===== src/rtl/aux_tap_pkg.sv =====
package aux_tap_pkg;
  typedef enum logic [2:0] {
    TAP_LOW  = 3'b000,
    TAP_HIGH = 3'b001,
    TAP_REF  = 3'b010,
    TAP_FB   = 3'b011,
    TAP_AUX  = 3'b100,
    TAP_HALF = 3'b101
  } tap_sel_e;
endpackage


===== src/rtl/aux_pulse_counter.sv =====
module aux_pulse_counter #(
  parameter int DIV_W = 5
) (
  input  logic             clk,
  input  logic             rst,
  input  logic [DIV_W-1:0] div_i,
  output logic             pulse_o
);
  localparam int MIN_DIV = 2;
  localparam logic [DIV_W-1:0] MIN_VAL = DIV_W'(MIN_DIV);

  logic [DIV_W-1:0] cnt, lim, lim_next;
  logic terminal;

  // Out-of-range values fall back to the smallest legal divide
  assign lim_next = (div_i < MIN_VAL) ? MIN_VAL : div_i;
  assign terminal = (cnt == lim - 1'b1);

  always_ff @(posedge clk) begin
    if (rst) begin
      cnt     <= '0;
      lim     <= lim_next;
      pulse_o <= 1'b0;
    end else begin
      pulse_o <= terminal;
      if (terminal) begin
        cnt <= '0;
        lim <= lim_next;   // new divide only at period end
      end else begin
        cnt <= cnt + 1'b1;
      end
    end
  end

  assert_div_range_R8: assert property (@(posedge clk) disable iff (rst)
    lim >= MIN_VAL);

  assert_single_cycle_pulse_R2: assert property (@(posedge clk) disable iff (rst)
    pulse_o |=> !pulse_o);

  assert_load_at_terminal_R9: assert property (@(posedge clk) disable iff (rst)
    !terminal |=> $stable(lim));
endmodule


===== src/rtl/half_rate_toggle.sv =====
module half_rate_toggle (
  input  logic clk,
  input  logic rst,
  input  logic pulse_i,
  output logic half_o
);
  always_ff @(posedge clk) begin
    if (rst) half_o <= 1'b0;
    else if (pulse_i) half_o <= ~half_o;
  end

  assert_toggle_on_pulse_R3: assert property (@(posedge clk) disable iff (rst)
    pulse_i |=> (half_o != $past(half_o)));

  assert_hold_without_pulse_R3: assert property (@(posedge clk) disable iff (rst)
    !pulse_i |=> $stable(half_o));
endmodule


===== src/rtl/tap_select_reg.sv =====
module tap_select_reg
  import aux_tap_pkg::*;
(
  input  logic       clk,
  input  logic       rst,
  input  logic [2:0] sel_i,
  input  logic       ref_i,
  input  logic       fb_i,
  input  logic       aux_i,
  input  logic       half_i,
  output logic       tap_o
);
  logic pick;

  always_comb begin
    case (tap_sel_e'(sel_i))
      TAP_HIGH: pick = 1'b1;
      TAP_REF:  pick = ref_i;
      TAP_FB:   pick = fb_i;
      TAP_AUX:  pick = aux_i;
      TAP_HALF: pick = half_i;
      default:  pick = 1'b0;   // TAP_LOW and unused codes
    endcase
  end

  always_ff @(posedge clk) begin
    if (rst) tap_o <= 1'b0;
    else     tap_o <= pick;
  end

  assert_low_in_reset_R10: assert property (@(posedge clk)
    rst |=> !tap_o);

  assert_const_low_R4: assert property (@(posedge clk) disable iff (rst)
    (sel_i == TAP_LOW) |=> !tap_o);

  assert_const_high_R4: assert property (@(posedge clk) disable iff (rst)
    (sel_i == TAP_HIGH) |=> tap_o);

  assert_unused_low_R7: assert property (@(posedge clk) disable iff (rst)
    (sel_i[2:1] == 2'b11) |=> !tap_o);

  assert_ref_latency_R11: assert property (@(posedge clk) disable iff (rst)
    (sel_i == TAP_REF) |=> (tap_o == $past(ref_i)));

  assert_fb_latency_R5: assert property (@(posedge clk) disable iff (rst)
    (sel_i == TAP_FB) |=> (tap_o == $past(fb_i)));

  assert_aux_route_R6: assert property (@(posedge clk) disable iff (rst)
    (sel_i == TAP_AUX) |=> (tap_o == $past(aux_i)));
endmodule


===== src/rtl/aux_tap_out.sv =====
module aux_tap_out #(
  parameter int DIV_W = 5
) (
  input  logic             clk,
  input  logic             rst,
  input  logic [DIV_W-1:0] div_i,
  input  logic [2:0]       sel_i,
  input  logic             ref_tick_i,
  input  logic             fb_tick_i,
  output logic             tap_o
);
  logic aux_pulse, half_wave;

  aux_pulse_counter #(.DIV_W(DIV_W)) u_cnt (
    .clk(clk), .rst(rst), .div_i(div_i), .pulse_o(aux_pulse)
  );

  half_rate_toggle u_half (
    .clk(clk), .rst(rst), .pulse_i(aux_pulse), .half_o(half_wave)
  );

  tap_select_reg u_sel (
    .clk(clk), .rst(rst), .sel_i(sel_i), .ref_i(ref_tick_i), .fb_i(fb_tick_i),
    .aux_i(aux_pulse), .half_i(half_wave), .tap_o(tap_o)
  );
endmodule


===== config.mk =====
export PLATFORM = sky130hd
export DESIGN_NAME = aux_tap_out
export DESIGN_NICKNAME = d
export VERILOG_FILES = /design/src/rtl/aux_tap_pkg.sv /design/src/rtl/aux_pulse_counter.sv /design/src/rtl/half_rate_toggle.sv /design/src/rtl/tap_select_reg.sv /design/src/rtl/aux_tap_out.sv
export SDC_FILE = /design/constraint.sdc
export NUM_CORES = 1
export LEC_CHECK = 0
export ABC_CLOCK_PERIOD_IN_PS = 1750
export BUFFER_PORTS_ARGS = -buffer_cell sky130_fd_sc_hd__buf_2
export CORE_MARGIN = 4
export CORE_UTILIZATION = 45
export DETAILED_ROUTE_END_ITERATION = 16
export GPL_TIMING_DRIVEN = 1
export PLACE_DENSITY = 0.7
export SLEW_MARGIN = 20
export SYNTH_ARGS = -nofsm -noshare
export SYNTH_HDL_FRONTEND = slang
export SYNTH_HIERARCHICAL = 1
export SYNTH_SLANG_ARGS = --single-unit

===== constraint.sdc =====
create_clock -name clk -period 1.75 [get_ports clk]
set_input_delay 0.0875 -clock clk [delete_from_list [all_inputs] [get_ports clk]]
set_output_delay 0.0875 -clock clk [all_outputs]
set_load 0.005 [all_outputs]

==> out/metrics.yaml, run 1 <==
layout:
  diodes: 0
  final_common_cell: "buf_2"
  layout.nets: 92
  final_cell_mix: "12 x buf_2, 8 x dfxtp_1, 6 x nor3_1"
  fillers: 120
  regArea_sq_um: 310
  drive_gt1_share_pct: 36.4
  multi_input_area_sq_um: 340
  area_growth_pct: 30.5
clocking:
  clk_pin_slew_worst_paths_ps: 70
  cts_hold_buf: 0
  insertion_delay_ps: 270
  tritoncts: "yes"
  root_buffer: "clkbuf_4"
  clock-sinks: 13
  clock_path_buffers: 2
  cts_htree_levels: 1
  cts_made_buffers: 3
floorplanning:
  num_rows: 13
  die_w_um: 45.1
  die_area_sq_um: 2030
  boundaryPins: 13
  fp.dieH_um: 45.1
  core_sq_um: 1300
  start_util_pct: 47.6
timing:
  hold_viol: 0
  maxSlewViolCount: 0
  layout_min_cycle_time_ps: 1750
  maxSlewHeadroom_pct: 78.7
  fin_tns_setup_ps: 0
  worst_pin_slew_ps: 317
  period_share_pct: 99.8
  setup_viol: 0
  finalClockSkew_ps: 5.61
  rsz0062_at_grt: "true"
  max_freq_mhz: 572
setup_path:
  cp-start-kind: "flop"
  rrSetupSlack_ps: 3
  endpoint_kind: "flop"
  crit_required_ps: 1740
  reg2regPathDepth: 4
  cp.arrival_ps: 1730
  crit_path_max_fanout: 5
  worstSetupPathType: "reg2reg"
run:
  cap_violations: 0
global_routing:
  antenna_found_initial: 0
  grtUsageTotal_pct: 12.8
  grt_max_degree: 10
  grt_pass1_wl_um: 1830
  gr-total-overflow: 0
  grt_pass1_vias: 453
power_and_ir_drop:
  ir_drop_mv: 0.488
  finalPower_mw: 0.661
  cellLeakagePower_nw: 0.325
  powerDensity_nw_per_um2: 818
routing:
  wl_um: 1110
  drc: 0
  drt-pass1-iter-count: 4
  wire_per_inst_um: 12.1
  via_count: 486
  drtIter0Drc: 7
  viasPerCell: 5.28
  drtAntennaViolNets: 0
yosys:
  ys.warnings.count: 6
  synth-simple-area-share_pct: 20.2
  yosysTopAreaCellShare_pct: 25.9
  yosys.area_share.adder_pct: 4.04
  synthMuxAreaShare_pct: 0
  ys_types: 23
  yosysTopAreaCell: "dfxtp_1"
  synth_xor_area_share_pct: 12.7
  ys_seq_area_share_pct: 50.1
  synth_seq_cells: 13
  synth-compound-area-share_pct: 9.29
  syn-instance-count: 59
  netlist_area_sq_um: 619
  synth_fp_nets: 73
  synth_area_leaders: "dfxtp_1 26%, edfxtp_1 24%, xnor2_1 7.1%"
  syn_area_per_cell_sq_um: 10.5
  synth_top_family_by_area: "simple AND/OR/NAND/NOR gates"
placed_design:
  place_congestion: 0.719
  dp_hpwl_um: 789
  io_buffers: 12
min_path:
  hold_path_class: "in2reg"
  whs_path_depth: 1
outcome:
  status: "finished, final reports clean"
[path summary, 6_finish.rpt]
kind	to	startpoint
hold reg to reg	u_half/half_o$_SDFFE_PP0P_	u_half/half_o$_SDFFE_PP0P_
hold / removal	u_cnt/lim[3]$_SDFFCE_PN0P_	div_i[3]
setup / recovery	u_cnt/lim[2]$_SDFFCE_PN0P_	u_cnt/lim[2]$_SDFFCE_PN0P_
setup reg to reg	u_cnt/lim[2]$_SDFFCE_PN0P_	u_cnt/lim[2]$_SDFFCE_PN0P_
[final cells by class]
class,count,area share (%)
Multi-Input combinational cell,40,42.1
Sequential cell,13,38.4
Timing Repair Buffer,17,12.5
Clock buffer,4,3.25
Tap cell,15,2.32
Inverter,3,1.39
[state kept, by name, indices dropped and copies added, names as in the netlist]
register / count
u_cnt/cnt: 5
u_cnt/lim: 5
u_cnt/pulse_o: 1
u_half/half_o: 1
u_sel/tap_o: 1
[stage by stage]
stage | setup slack (ps) | instance area, sq um | cells | hold slack (ps) | utilization, %
floorplan | -101 | 638 | 59 | 159 | -
global placement | -20.6 | 736 | 87 | 293 | 56.5
detailed placement | -31.2 | 736 | 87 | 299 | 56.5
CTS | 6.27 | 762 | 91 | 15.1 | 58.6
global route | -122 | 808 | 92 | 19.0 | 62.1
finish | 2.93 | 808 | 92 | 21.9 | 62.1
[report_power, final]
part           switching, mW  internal (mW)
combinational         0.0547         0.0697
clock                 0.0917         0.0882
sequential            0.0198          0.337
total                  0.166          0.495
[synth_stat cells]
master,instances
dfxtp_1,8
nor3_1,6
edfxtp_1,5
xnor2_1,5
nand3_1,4
xor2_1,4
clkbuf_1,3
inv_1,3
nor2b_1,3
ha_1,2
nor2_1,2
o21ai_0,2
or2_2,2
a21oi_1,1
a311oi_1,1
a311oi_2,1
and3b_1,1
nand2_1,1
nor3b_1,1
nor4bb_1,1
o211ai_1,1
o41a_1,1
or3_1,1
[what timing repair did]
item                                    4_1_cts  5_1_grt
endpoints found under the setup margin        5       11
pin swaps                                     4        3
setup buffers                                 0        1
resized for setup                             0        9
gates cloned                                  0        0
[critical path, stage by stage (launching register included)]
cell      delay (ps)
edfxtp_1         440
nor2b_4          160
or3_4            380
a311oi_4         280
or2_4            200
[cell families after synthesis]
group / after synthesis
AO/OA/AOI/OAI: 7
AND/OR/NAND/NOR: 22
XOR/XNOR: 9
buffers and inverters: 6
flip-flops: 13
adder cells (fa/ha/maj): 2
[layer usage]
| layer | global-route usage (%) | up-vias | routed length (um) |
|---|---|---|---|
| li1 | - | 242 | - |
| met1 | 15.0 | 229 | 484 |
| met2 | 20.1 | 11 | 543 |
| met3 | 3.59 | 4 | 47 |
| met4 | 8.77 | 0 | 38 |
| met5 | 0 | - | 0 |
(Power assumes the default switching activity.)
==> run 2: changes to the inputs <==
--- a/config.mk
+++ b/config.mk
@@ -7,7 +7,6 @@
 export LEC_CHECK = 0
 export ABC_CLOCK_PERIOD_IN_PS = 1750
 export BUFFER_PORTS_ARGS = -buffer_cell sky130_fd_sc_hd__buf_2
-export CORE_MARGIN = 4
 export CORE_UTILIZATION = 45
 export DETAILED_ROUTE_END_ITERATION = 16
 export GPL_TIMING_DRIVEN = 1
==> out/metrics.yaml, run 2 (synthesis gave the netlist of run 1 again) <==
floorplanning:
  core_sq_um: 1280  # was 1300 sq um
  start_util_pct: 48.2  # was 47.6%
  num_rows: 13  # unchanged
  die_area_sq_um: 1530  # was 2030 sq um
  die_w_um: 39.1  # was 45.1 um
  boundaryPins: 13  # unchanged
  fp.dieH_um: 39.1  # was 45.1 um
timing:
  hold_viol: 0  # unchanged
  rsz0062_at_grt: "true"  # unchanged
  max_freq_mhz: 577  # was 572 MHz
  layout_setup_ws_ps: 16.5  # was 2.93 ps
  fin_tns_setup_ps: 0  # unchanged
  finalClockSkew_ps: 3.91  # was 5.61 ps
  worst_pin_slew_ps: 338  # was 317 ps
  setup_viol: 0  # unchanged
  period_share_pct: 99.1  # was 99.8%
  layout_min_cycle_time_ps: 1730  # was 1750 ps
  maxSlewViolCount: 0  # unchanged
  maxSlewHeadroom_pct: 77.2  # was 78.7%
clocking:
  cts_hold_buf: 0  # unchanged
  cts_htree_levels: 1  # unchanged
  root_buffer: "clkbuf_4"  # unchanged
  clock_path_buffers: 2  # unchanged
  insertion_delay_ps: 270  # about the same
  tritoncts: "yes"  # unchanged
  clk_pin_slew_worst_paths_ps: 70  # about the same
  clock-sinks: 13  # unchanged
  cts_made_buffers: 3  # unchanged
setup_path:
  crit_required_ps: 1730  # was 1740 ps
  reg2regPathDepth: 5  # was 4
  worstSetupPathType: "reg2reg"  # unchanged
  cp-start-kind: "flop"  # unchanged
  cp.arrival_ps: 1720  # was 1730 ps
  crit_path_max_fanout: 5  # unchanged
  endpoint_kind: "flop"  # unchanged
layout:
  final_cell_mix: "12 x buf_2, 8 x dfxtp_1, 6 x nor3_1"  # unchanged
  multi_input_area_sq_um: 333  # was 340 sq um
  diodes: 0  # unchanged
  fillers: 105  # was 120
  final_cells: 92  # unchanged
  layout.nets: 92  # unchanged
  area_growth_pct: 28.7  # was 30.5%
  final_area_sq_um: 797  # was 808 sq um
  regArea_sq_um: 310  # unchanged
  final_common_cell: "buf_2"  # unchanged
  drive_gt1_share_pct: 35.1  # was 36.4%
  reg.largest.list: "u_cnt/cnt (5), u_cnt/lim (5)"  # unchanged
routing:
  drt-pass1-iter-count: 3  # was 4
  drtIter0Drc: 2  # was 7
  wire_per_inst_um: 10.8  # was 12.1 um
  wl_um: 995  # was 1110 um
  via_count: 463  # was 486
  drtAntennaViolNets: 0  # unchanged
  viasPerCell: 5.03  # was 5.28
  drc: 0  # unchanged
global_routing:
  grt_pass1_wl_um: 1680  # was 1830 um
  grt_pass1_vias: 424  # was 453
  gr-total-overflow: 0  # unchanged
  grtUsageTotal_pct: 17.2  # was 12.8%
  grt_max_degree: 10  # unchanged
  antenna_found_initial: 0  # unchanged
min_path:
  hold_path_class: "in2reg"  # unchanged
  whs_path_depth: 1  # unchanged
run:
  cap_violations: 0  # unchanged
power_and_ir_drop:
  powerDensity_nw_per_um2: 814  # was 818 nW/um^2
  ir_drop_mv: 0.456  # was 0.488 mV
  cellLeakagePower_nw: 0.319  # was 0.325 nW
outcome:
  status: "finished, final reports clean"  # unchanged
placed_design:
  placed_cells: 87  # unchanged
  place_congestion: 0.702  # was 0.719
  placed_cell_area_sq_um: 736  # unchanged
  dp_hpwl_um: 810  # was 789 um
  io_buffers: 12  # unchanged
  dp_worst_setup_slack_ps: -57.6  # was -31.2 ps
[run 2: report_power, final]
| group | switching, mW | internal [mW] | total [mW] |
|---|---|---|---|
| Combinational | 0.0533 | 0.0663 | 0.120 |
| Sequential | 0.0174 | 0.337 | 0.355 |
| Clock | 0.0864 | 0.0881 | 0.174 |
| Total | 0.157 | 0.492 | 0.649 |
[run 2: through the flow]
stage,util (%),power (mW),hold slack (ps)
global route,62.0,0.684,16.2
CTS,60.8,0.652,15.3
global placement,57.3,0.469,296
detailed placement,57.3,0.470,297
floorplan,-,0.430,159
finish,62.0,0.649,25.9
[run 2: layout make-up]
class	count	share of cell area (%)
Clock buffer	4	3.30
Sequential cell	13	38.9
Multi-Input combinational cell	40	41.8
Timing Repair Buffer	17	12.2
Inverter	3	1.41
Tap cell	15	2.35
[run 2: layer usage]
metal	GRT usage, %	vias to the layer above	part of all wire, %
met2	24.6	7	48
met1	21.4	207	47
met5	0	-	0
met3	5.20	2	3.0
li1	-	247	-
met4	12.9	0	1.5
[run 2: path summary, 6_finish.rpt]
path | startpoint | endpoint | slack (ps)
worst min register to register | u_cnt/cnt[0]$_SDFF_PP0_ | u_cnt/cnt[0]$_SDFF_PP0_ | 510
worst max-delay path | u_cnt/lim[1]$_SDFFCE_PN1P_ | u_cnt/lim[1]$_SDFFCE_PN1P_ | 20
worst max register to register | u_cnt/lim[1]$_SDFFCE_PN1P_ | u_cnt/lim[1]$_SDFFCE_PN1P_ | 20
worst min-delay path | div_i[3] | u_cnt/lim[3]$_SDFFCE_PN0P_ | 30
[run 2: timing repair]
| item | in CTS | in global routing |
|---|---|---|
| setup buffers | 0 | 1 |
| pin swaps | 4 | 1 |
| gates resized for setup | 3 | 2 |
| setup endpoints to repair | 5 | 6 |
[run 2: critical path, cell delays in order, from the launching register on]
cell      delay, ps
edfxtp_1        360
inv_1            70
ha_4            160
or3_4           370
a311oi_4        290
or2_4           200
==> run 3: changes to the inputs <==
--- a/config.mk
+++ b/config.mk
@@ -10,7 +10,7 @@
 export CORE_UTILIZATION = 45
 export DETAILED_ROUTE_END_ITERATION = 16
 export GPL_TIMING_DRIVEN = 1
-export PLACE_DENSITY = 0.7
+export PLACE_DENSITY_LB_ADDON = 0.15
 export SLEW_MARGIN = 20
 export SYNTH_ARGS = -nofsm -noshare
 export SYNTH_HDL_FRONTEND = slang
==> out/metrics.yaml, run 3 (synthesis gave the netlist of run 1 again) <==
floorplanning:
  die_area_sq_um: 1530  # unchanged
  fp.dieH_um: 39.1  # unchanged
  core_sq_um: 1280  # unchanged
  boundaryPins: 13  # unchanged
  num_rows: 13  # unchanged
  die_w_um: 39.1  # unchanged
  start_util_pct: 48.2  # unchanged
timing:
  holdWs_ps: 25.6  # was 25.9 ps
  worst_pin_slew_ps: 348  # was 338 ps
  finalClockSkew_ps: 5.21  # was 3.91 ps
  maxSlewViolCount: 0  # unchanged
  period_share_pct: 98.8  # was 99.1%
  setup_viol: 0  # unchanged
  layout_min_cycle_time_ps: 1730  # about the same
  maxSlewHeadroom_pct: 76.5  # was 77.2%
  hold_viol: 0  # unchanged
  rsz0062_at_grt: "true"  # unchanged
  max_freq_mhz: 578  # was 577 MHz
  fin_tns_setup_ps: 0  # unchanged
layout:
  multi_input_area_sq_um: 338  # was 333 sq um
  layout.nets: 92  # unchanged
  regArea_sq_um: 310  # unchanged
  drive_gt1_share_pct: 36.4  # was 35.1%
  final_cell_mix: "12 x buf_2, 8 x dfxtp_1, 5 x xnor2_1, 5 x nor3_1, 5 x edfxtp_1"  # was 12 x buf_2, 8 x dfxtp_1, 6 x nor3_1
  reg.largest.list: "u_cnt/cnt (5), u_cnt/lim (5)"  # unchanged
  final_cells: 92  # unchanged
  area_growth_pct: 30.1  # was 28.7%
  fillers: 112  # was 105
  final_common_cell: "buf_2"  # unchanged
  diodes: 0  # unchanged
global_routing:
  gr-total-overflow: 0  # unchanged
  grtUsageTotal_pct: 17.8  # was 17.2%
  grt_max_degree: 10  # unchanged
  top_usage_layer: "met2"  # unchanged
  met3_usage_pct: 6.94  # was 5.20%
  grt_pass1_wl_um: 1740  # was 1680 um
  antenna_found_initial: 0  # unchanged
  grt_pass1_vias: 415  # was 424
  use_met2_pct: 28.7  # was 24.6%
  grt.met1_usage_pct: 20.4  # was 21.4%
setup_path:
  cpMaxStageDelayCell: "or3_4"  # unchanged
  crit_path_max_fanout: 5  # unchanged
  critPathMaxStageDelay_ps: 390  # was 370 ps
  worstSetupPathType: "reg2reg"  # unchanged
  cp.arrival_ps: 1710  # was 1720 ps
  path_delay_family: "simple AND/OR/NAND/NOR gates"  # unchanged
  endpoint_kind: "flop"  # unchanged
  critPathBufInv: 1  # unchanged
  cp_cell_sequence: "inv_2 -> ha_4 -> or3_4 -> a311oi_4 -> or2_4"  # was inv_1 -> ha_4 -> or3_4 -> a311oi_4 -> or2_4
  rrSetupSlack_ps: 20  # about the same
  cp-start-kind: "flop"  # unchanged
  crit_required_ps: 1730  # about the same
power_and_ir_drop:
  cellLeakagePower_nw: 0.320  # was 0.319 nW
  ir_drop_mv: 0.404  # was 0.456 mV
  powerDensity_nw_per_um2: 811  # was 814 nW/um^2
clocking:
  cts_made_buffers: 3  # unchanged
  cts_hold_buf: 0  # unchanged
  cts_htree_levels: 1  # unchanged
  tritoncts: "yes"  # unchanged
  root_buffer: "clkbuf_4"  # unchanged
  clk_pin_slew_worst_paths_ps: 70  # about the same
  clock_path_buffers: 2  # unchanged
  clock-sinks: 13  # unchanged
  insertion_delay_ps: 270  # about the same
routing:
  drtAntennaViolNets: 0  # unchanged
  viasPerCell: 5.07  # was 5.03
  wire_per_inst_um: 11.8  # was 10.8 um
  drc: 0  # unchanged
  wl_um: 1080  # was 995 um
  via_count: 466  # was 463
  drtIter0Drc: 1  # was 2
  drt-pass1-iter-count: 3  # unchanged
placed_design:
  placed_cells: 87  # unchanged
  place_congestion: 0.720  # was 0.702
  io_buffers: 12  # unchanged
  dp_hpwl_um: 815  # was 810 um
run:
  cap_violations: 0  # unchanged
min_path:
  hold_path_class: "in2reg"  # unchanged
outcome:
  status: "finished, final reports clean"  # unchanged
-- run 3: cell counts in the layout (fill, tap and decap cells not counted) --
Identical to the previous run, type by type.
-- run 3: final cells by class --
type / count / share of cell area (%)
clock buffer: 4 / 3.26
sequential: 13 / 38.5
timing repair buffer: 17 / 12.6
multi-input combinational: 40 / 41.9
tap: 15 / 2.33
inverter: 3 / 1.40
-- run 3: worst paths after layout --
| kind | startpoint | end | cells past startpoint |
|---|---|---|---|
| setup / recovery | u_cnt/lim[0]$_SDFFCE_PN0P_ | u_cnt/lim[3]$_SDFFCE_PN0P_ | 5 |
| setup reg to reg | u_cnt/lim[0]$_SDFFCE_PN0P_ | u_cnt/lim[3]$_SDFFCE_PN0P_ | 5 |
| hold reg to reg | u_cnt/pulse_o$_SDFF_PP0_ | u_half/half_o$_SDFFE_PP0P_ | 2 |
| hold / removal | div_i[4] | u_cnt/lim[4]$_SDFFCE_PN0P_ | 1 |
-- run 3: power breakdown --
part / internal, mW / switching (mW)
clock: 0.0881 / 0.0883
sequential: 0.337 / 0.0175
combinational: 0.0673 / 0.0552
total: 0.493 / 0.161
-- run 3: worst reg2reg max path, cell delays in order (launching register included) --
cell and delay, ps:
edfxtp_1 370, inv_2 60, ha_4 160, or3_4 390, a311oi_4 280, or2_4 200
-- run 3: through the flow --
stage	util [%]	total power, mW	instance area, sq um	setup WS [ps]
after floorplan	-	0.430	638	-101
after global placement	57.3	0.470	736	-31.4
after detailed placement	57.3	0.471	736	-56.4
after CTS	62.0	0.662	797	2.67
after global routing	62.7	0.694	806	-51.5
final	62.7	0.654	806	20.2
-- run 3: repair_timing --
item / in CTS / in global routing
buffers inserted: 1 / 0
setup endpoints to repair: 6 / 5
resized for setup: 4 / 3
pin swaps: 3 / 0
-- run 3: routing by layer --
metal / part of all wire, % / vias to the layer above
met4: 0 / 0
met2: 49 / 8
li1: - / 244
met3: 3.0 / 0
met5: 0 / -
met1: 48 / 214
